--- src/rtl/tlb_fa.sv ---
module tlb_fa #(
  parameter int ENTRIES = 16,
  parameter int VA_W    = 32,
  parameter int PA_W    = 32,
  parameter int OFF_W   = 12
) (
  input  logic                  clk,
  input  logic                  rst_n,
  input  logic                  lk_valid,
  input  logic [VA_W-1:0]       lk_vaddr,
  input  logic [1:0]            lk_acc,
  output logic                  lk_hit,
  output logic                  lk_walk_req,
  output logic [PA_W-1:0]       lk_paddr,
  output logic [3:0]            lk_perm,
  input  logic                  fill_valid,
  input  logic [VA_W-OFF_W-1:0] fill_vpn,
  input  logic [PA_W-OFF_W-1:0] fill_ppn,
  input  logic [3:0]            fill_perm,
  input  logic                  base_wr,
  input  logic                  inv_valid,
  input  logic [VA_W-OFF_W-1:0] inv_vpn
);
  localparam int VPN_W = VA_W - OFF_W;
  localparam int PPN_W = PA_W - OFF_W;
  localparam int AW    = $clog2(ENTRIES);
  localparam logic [AW-1:0] OLDEST = AW'(ENTRIES - 1);

  logic [ENTRIES-1:0]          vld;
  logic [ENTRIES-1:0][VPN_W-1:0] tag;
  logic [ENTRIES-1:0][PPN_W-1:0] ppn;
  logic [ENTRIES-1:0][3:0]     prm;
  logic [ENTRIES-1:0][AW-1:0]  age;

  logic [ENTRIES-1:0] lk_match, fl_match, inv_match;
  logic [AW-1:0] lk_idx, fl_idx, free_idx, lru_idx, put_idx, touch_idx;
  logic          lk_any, fl_any, free_any, wr_clean, touch_en;

  for (genvar i = 0; i < ENTRIES; i++) begin : g_cmp
    assign lk_match[i]  = vld[i] && (tag[i] == lk_vaddr[VA_W-1:OFF_W]);
    assign fl_match[i]  = vld[i] && (tag[i] == fill_vpn);
    assign inv_match[i] = vld[i] && (tag[i] == inv_vpn);
  end

  always_comb begin
    lk_idx = '0; fl_idx = '0; free_idx = '0; lru_idx = '0;
    for (int i = ENTRIES - 1; i >= 0; i--) begin
      if (lk_match[i]) lk_idx = AW'(i);
      if (fl_match[i]) fl_idx = AW'(i);
      if (!vld[i]) free_idx = AW'(i);
      if (age[i] == OLDEST) lru_idx = AW'(i);
    end
  end

  assign lk_any   = |lk_match;
  assign fl_any   = |fl_match;
  assign free_any = ~&vld;
  assign put_idx  = fl_any ? fl_idx : (free_any ? free_idx : lru_idx);

  assign wr_clean    = (lk_acc == 2'b01) && !prm[lk_idx][3];
  assign lk_hit      = lk_valid && lk_any && !wr_clean;
  assign lk_walk_req = lk_valid && !lk_hit;
  assign lk_paddr    = {ppn[lk_idx], lk_vaddr[OFF_W-1:0]};
  assign lk_perm     = lk_any ? prm[lk_idx] : 4'b0000;

  assign touch_en  = !base_wr && (fill_valid || lk_hit);
  assign touch_idx = fill_valid ? put_idx : lk_idx;

  always_ff @(posedge clk) begin
    if (!rst_n) begin
      vld <= '0;
      tag <= '0;
      ppn <= '0;
      prm <= '0;
      for (int i = 0; i < ENTRIES; i++) age[i] <= AW'(i);
    end else if (base_wr) begin
      vld <= '0;
    end else begin
      if (inv_valid) vld <= vld & ~inv_match;
      if (fill_valid) begin
        vld[put_idx] <= 1'b1;
        tag[put_idx] <= fill_vpn;
        ppn[put_idx] <= fill_ppn;
        prm[put_idx] <= fill_perm;
      end
      if (touch_en)
        for (int i = 0; i < ENTRIES; i++) begin
          if (AW'(i) == touch_idx) age[i] <= '0;
          else if (age[i] < age[touch_idx]) age[i] <= age[i] + 1'b1;
        end
    end
  end
endmodule

--- config.mk ---
export PLATFORM = sky130hd
export DESIGN_NAME = tlb_fa
export DESIGN_NICKNAME = d
export VERILOG_FILES = /design/src/rtl/tlb_fa.sv
export SDC_FILE = /design/constraint.sdc
export NUM_CORES = 2
export LEC_CHECK = 0
export BUFFER_PORTS_ARGS = -buffer_cell sky130_fd_sc_hd__buf_4
export CAP_MARGIN = 25
export CORE_MARGIN = 2
export CORE_UTILIZATION = 30
export CTS_CLUSTER_DIAMETER = 80
export DETAILED_ROUTE_END_ITERATION = 10
export HOLD_SLACK_MARGIN = 0.02
export PLACE_DENSITY = 0.46
export SETUP_SLACK_MARGIN = 0.02
export SYNTH_ARGS = -nofsm -noshare
export SYNTH_HDL_FRONTEND = slang
export SYNTH_SLANG_ARGS = --single-unit
--- constraint.sdc ---
create_clock -name clk -period 11.2 [get_ports clk]
set_input_delay 0.56 -clock clk [delete_from_list [all_inputs] [get_ports clk]]
set_output_delay 0.56 -clock clk [all_outputs]
set_load 0.005 [all_outputs]
[Word-level counts from Yosys, hierarchy flattened]
Index checks and enable logic that the tools add are counted.
Widths: inputs -> output; s select.
Operators by class
  bitwise gates (word level): 5
  order comparisons: 20
  multiplexer cells: 119
  reductions and logical operators: 97
  equality and inequality tests: 80
  add/subtract/negate cells: 16
Operators by type and width (count)
  $eq 20x20->1: 48
  $bwmux 320: 2
  $mux 4: 103
  $bmux 20 s4: 1
  $demux 20 s4: 1
  $add 4x1->4 const B: 16
  $bwmux 64: 1
  $eq 4x4->1 const B: 16
  $lt 4x4->1: 16
  $mux 16: 4
  $logic_and 1x1->1: 54
  $reduce_and 3->1: 16
  $mux 20: 2
  $bmux 4 s4: 2
  $eq 4x4->1 const A: 8
  $reduce_bool 2->1: 16
  $reduce_or 16->1: 2
  $and 16x16->16: 1
  $demux 4 s4: 1
  $eq 3x4->1 const A: 4
  $not 16->16: 1
  $or 16x16->16: 1
  $reduce_and 16->1: 1
  $lt 4x5->1 const B: 3
  other kinds (12): 17
Storage, ports and cells
  register bits after elaboration: 784

[Longest topological paths before layout]
  word-level depth: 27
  mapped depth: 30
  depth with buffers taken out: 25

[Worst setup path before layout]
OpenSTA, ideal clock, no wires.
  path type: input -> register
  start point: input port lk_vaddr[14]
  end point: register age[19] (netlist name)
  data required time: 11.126 ns
  slack: 4.507 ns
  buffers on the path: 4
  library setup time: 0.074 ns
  cell stages on the path: 26
  arrival: 6.618 ns
  cells stage by stage: buf_2 -> buf_2 -> xnor2_1 -> nand2_1 -> or3b_1 -> nor4_1 -> a221oi_1 -> o211ai_1 -> a21boi_0 -> o21ai_1 -> nor2_1 -> nor2_1 -> clkbuf_1 -> clkbuf_1 -> mux2i_1 -> nand2_1 -> nand3_1 -> o21ai_0 -> o21ai_0 -> ha_1 -> o21a_1 -> o21ai_0 -> a21oi_1 -> or3_1 -> or4b_1 -> a31oi_1
On the way
  word-level cells in the longest chain between the ends: 27
RTL lines
  from (decl): RTL line 10  | input logic [VA_W-1:0] lk_vaddr,
  parallel branches: the longest is 27 deep, another holds $eq 20x20->1
  to (signal, indexed assignment): RTL line 88  | if (AW'(i) == touch_idx) age[i] <= '0;
  to (decl): RTL line 33  | logic [ENTRIES-1:0][AW-1:0] age;
Parallel ways; which one is timed is not known. The select of a mux whose other input is x is not followed.
A chain may end at the register's enable or synchronous reset.

[Worst setup path in the final report]
  start point: register tag[262] (netlist name)
  end point: register age[51] (netlist name)
On the way
  word-level cells in the longest chain between the ends: 25
RTL lines
  from (decl): RTL line 30  | logic [ENTRIES-1:0][VPN_W-1:0] tag;
  from (signal, indexed assignment): RTL line 82  | tag[put_idx] <= fill_vpn;
  parallel branches: the longest is 25 deep, another holds $eq 20x20->1
Parallel ways; which one is timed is not known. The select of a mux whose other input is x is not followed.

==> impl_metrics.tcl <==
set metrics [dict create \
    worst_hold_slack_ns 0.1599 \
    grt_max_degree 198 \
    cts_setup_buffers 0 \
    synth_simple_gate_area_share_pct 19.82 \
    holdPathEnd "ppn[100]" \
    maxCapViolCount 0 \
    cts_root_buf "clkbuf_16" \
    start_util_pct 30.13 \
    drt-initial-drc-count 4159 \
    rows 147 \
    tightest_slew_ns 1.107 \
    cts_buffers 96 \
    vias 41880 \
    utilization_pct 33.63 \
    dp_slack_ns 3.555 \
    grt.overflow.total 0 \
    synthesis.area_sq_um 48200 \
    setup_ws_ns 4.426 \
    io_pins 142 \
    tns_ns 0 \
    synth_compound_area_share_pct 8.394 \
    rsz0062_at_grt "no" \
    synth_area_leader_cell "dfxtp_1" \
    worstSkewPairLatency_ns 0.75 \
    synth_fa_ha_area_share_pct 1.661 \
    hpwl_um 116700 \
    ys_seq_area_share_pct 32.56 \
    postCtsResizedCells 0 \
    reg2reg_to "age[51]" \
    synth.area.mux_share_pct 15.40 \
    place_congestion 0.9223 \
    cts.sinks 784 \
    die_w_um 404.9 \
    track_usage_pct 23.20 \
    synth.avg_cell_area_sq_um 8.493 \
    critPathKind "reg2reg" \
    period_share_pct 60.48 \
    antenna_found_initial 7 \
    wl_um 195800 \
    startpoint_type "register" \
    required_ns 11.72 \
    hold_buffers 0 \
    synth_nets 5844 \
    drive_gt1_share_pct 7.702 \
    dieHeight_um 404.9 \
    yosysWarnings 0 \
    synth_edf_count 0 \
    path_buf_inv 3 \
    clock_skew_ns 0.06936 \
    synth_area_leaders "dfxtp_1 33%, mux2i_1 15%, xnor2_1 13%, nor2_1 5.4%, xor2_1 4.5%" \
    synth_xor_area_share_pct 17.62 \
    cp_common_cell "nand2_1" \
    slowest_delay_ns 0.62 \
    viasPerCell 5.478 \
    clock_path_buffers 3 \
    setup_violations 0 \
    hp-class "in2reg" \
    path_clk_slew_ns 0.06 \
    netlist_top_cells_count "784 x dfxtp_1, 723 x xnor2_1, 701 x mux2i_1, 699 x nor2_1, 436 x nand2_1" \
    max_freq_mhz 147.6 \
    critPathMaxFanout 42 \
    synth_cell_types 80 \
    p_leak_nw 20.71 \
    coreArea_sq_um 160000 \
    synth_cells 5676 \
    port_buffers 117 \
    fin_crit_ns 6.774 \
    area_delta_synth_final_pct 11.62 \
    crit_slowest_cell "or4b_2" \
    final_hold_viol_count 0 \
    nets 5646 \
    synth_top_family_by_area "simple AND/OR/NAND/NOR gates" \
    die_area_sq_um 163900 \
    cp.arrival_ns 7.29 \
    async_reset_ff_share_pct 0 \
    ys.flop_type "dfxtp_1" \
    worstReg2RegStart "tag[262]" \
    grt_pass1_vias 39580 \
    synth_most_common_cell "dfxtp_1" \
    h-tree-depth 3 \
    cts_tree "built" \
    slew_viol_final 0 \
    hp-start "fill_ppn[0]" \
    route.detailed.drc 0 \
    p_per_area_nw_per_um2 125.4 \
    peakVddDrop_v 0.0001172 \
    rrSetupSlack_ns 4.43 \
    slew_headroom_pct 26.17 \
    ys_ff_latch 784 \
    grt_first_pass_wirelength_um 282500 \
    cp-end-kind "register" \
    yosys.area.top_type_share_pct 32.56 \
    cpLargestDelayFamily "simple AND/OR/NAND/NOR gates" \
    whs_path_depth 3 \
    ant_nets 0 \
    status "completed" \
    wl_per_cell_um 25.61 \
    ff2ff_path_depth 26 \
    firstDrtPassIters 5 \
]
## area by class of cell
class / instances / area [sq um]
Timing Repair Buffer: 173 / 1451
Clock buffer: 143 / 2870
Fill cell: 16740 / 106200
Antenna cell: 1 / 2.502
Sequential cell: 784 / 15700
Clock inverter: 34 / 514.2
Inverter: 46 / 180.2
Tap cell: 2086 / 2610
Multi-Input combinational cell: 4377 / 30480
## state kept, by name, summed over array words and instances, names as in the netlist
name / flops
ppn: 320
tag: 320
age: 64
prm: 64
vld: 16
## how the worst max path moves through the flow
stage               to  depth (start not counted)  slack (ns)    startpoint
2_1_floorplan  age[19]                         26        4.51  lk_vaddr[14]
3_3_place_gp   age[51]                         25        3.59   fill_vpn[0]
3_5_place_dp    age[2]                         23        3.56  fill_vpn[13]
4_1_cts        age[51]                         22        4.26      tag[166]
5_1_grt        age[51]                         26        3.98      tag[262]
6_report       age[51]                         26        4.43      tag[262]
## worst min-delay path: stages
cell	delay (ns)
buf_4	0.18
nand2_1	0.07
a21oi_1	0.05
## report_power, final
part,internal (mW),total [mW],leakage [nW],switching [mW]
Combinational,0.183,0.628,12.7,0.445
Clock,1.93,3.31,1.65,1.38
Sequential,2.80,2.81,6.32,0.0128
Total,4.91,6.75,20.7,1.84
## logic make-up (layout without fill, tap and decap cells)
logic type / count (synthesis) / after routing
AOI/OAI and AO/OA: 639 / 639
muxes: 737 / 737
adders and majority gates: 64 / 64
buffers and inverters: 515 / 396
DFF: 784 / 784
and+or+nand+nor: 1967 / 1967
other: 0 / 1
xor gates and xnor gates: 970 / 970
## placed cells by master, fill, tap and decap left out, types with 19 or more instances in the layout
cell,synthesis,layout
ha_1,64,64
clkbuf_8,0,27
nand4_1,255,255
a211oi_1,119,119
nor3b_1,25,25
nor2b_1,76,76
a31oi_1,22,20
buf_4,34,161
nor2_1,699,697
mux2i_1,701,701
o21a_1,20,20
inv_1,44,44
dfxtp_1,784,784
nand3_1,133,133
nor3_1,23,23
o21ai_0,61,59
a21oi_1,268,268
mux2_2,36,36
xor2_1,247,247
o211ai_1,26,26
xnor2_1,723,723
nor4_1,125,125
nand2_1,436,425
nand4b_1,23,23
nand2b_1,19,19
clkbuf_1,328,19
clkbuf_16,0,97
and2_1,28,20
## through the flow
stage	instances	total power, mW	instance area [sq um]
floorplan	5676	3.264	48210
global placement	7456	3.484	50230
detailed placement	7462	3.485	50350
CTS	7639	6.815	53740
global route	7643	6.964	53800
finish	7644	6.750	53810
## per-layer routing
metal | vias up | GRT usage [%] | part of all wire [%]
li1 | 19280 | - | -
met5 | - | 0 | 0.033
met1 | 20520 | 31.55 | 45
met3 | 427 | 3.987 | 7.1
met2 | 1637 | 36.22 | 44
met4 | 10 | 9.368 | 4.3
(Power assumes the default switching activity.)
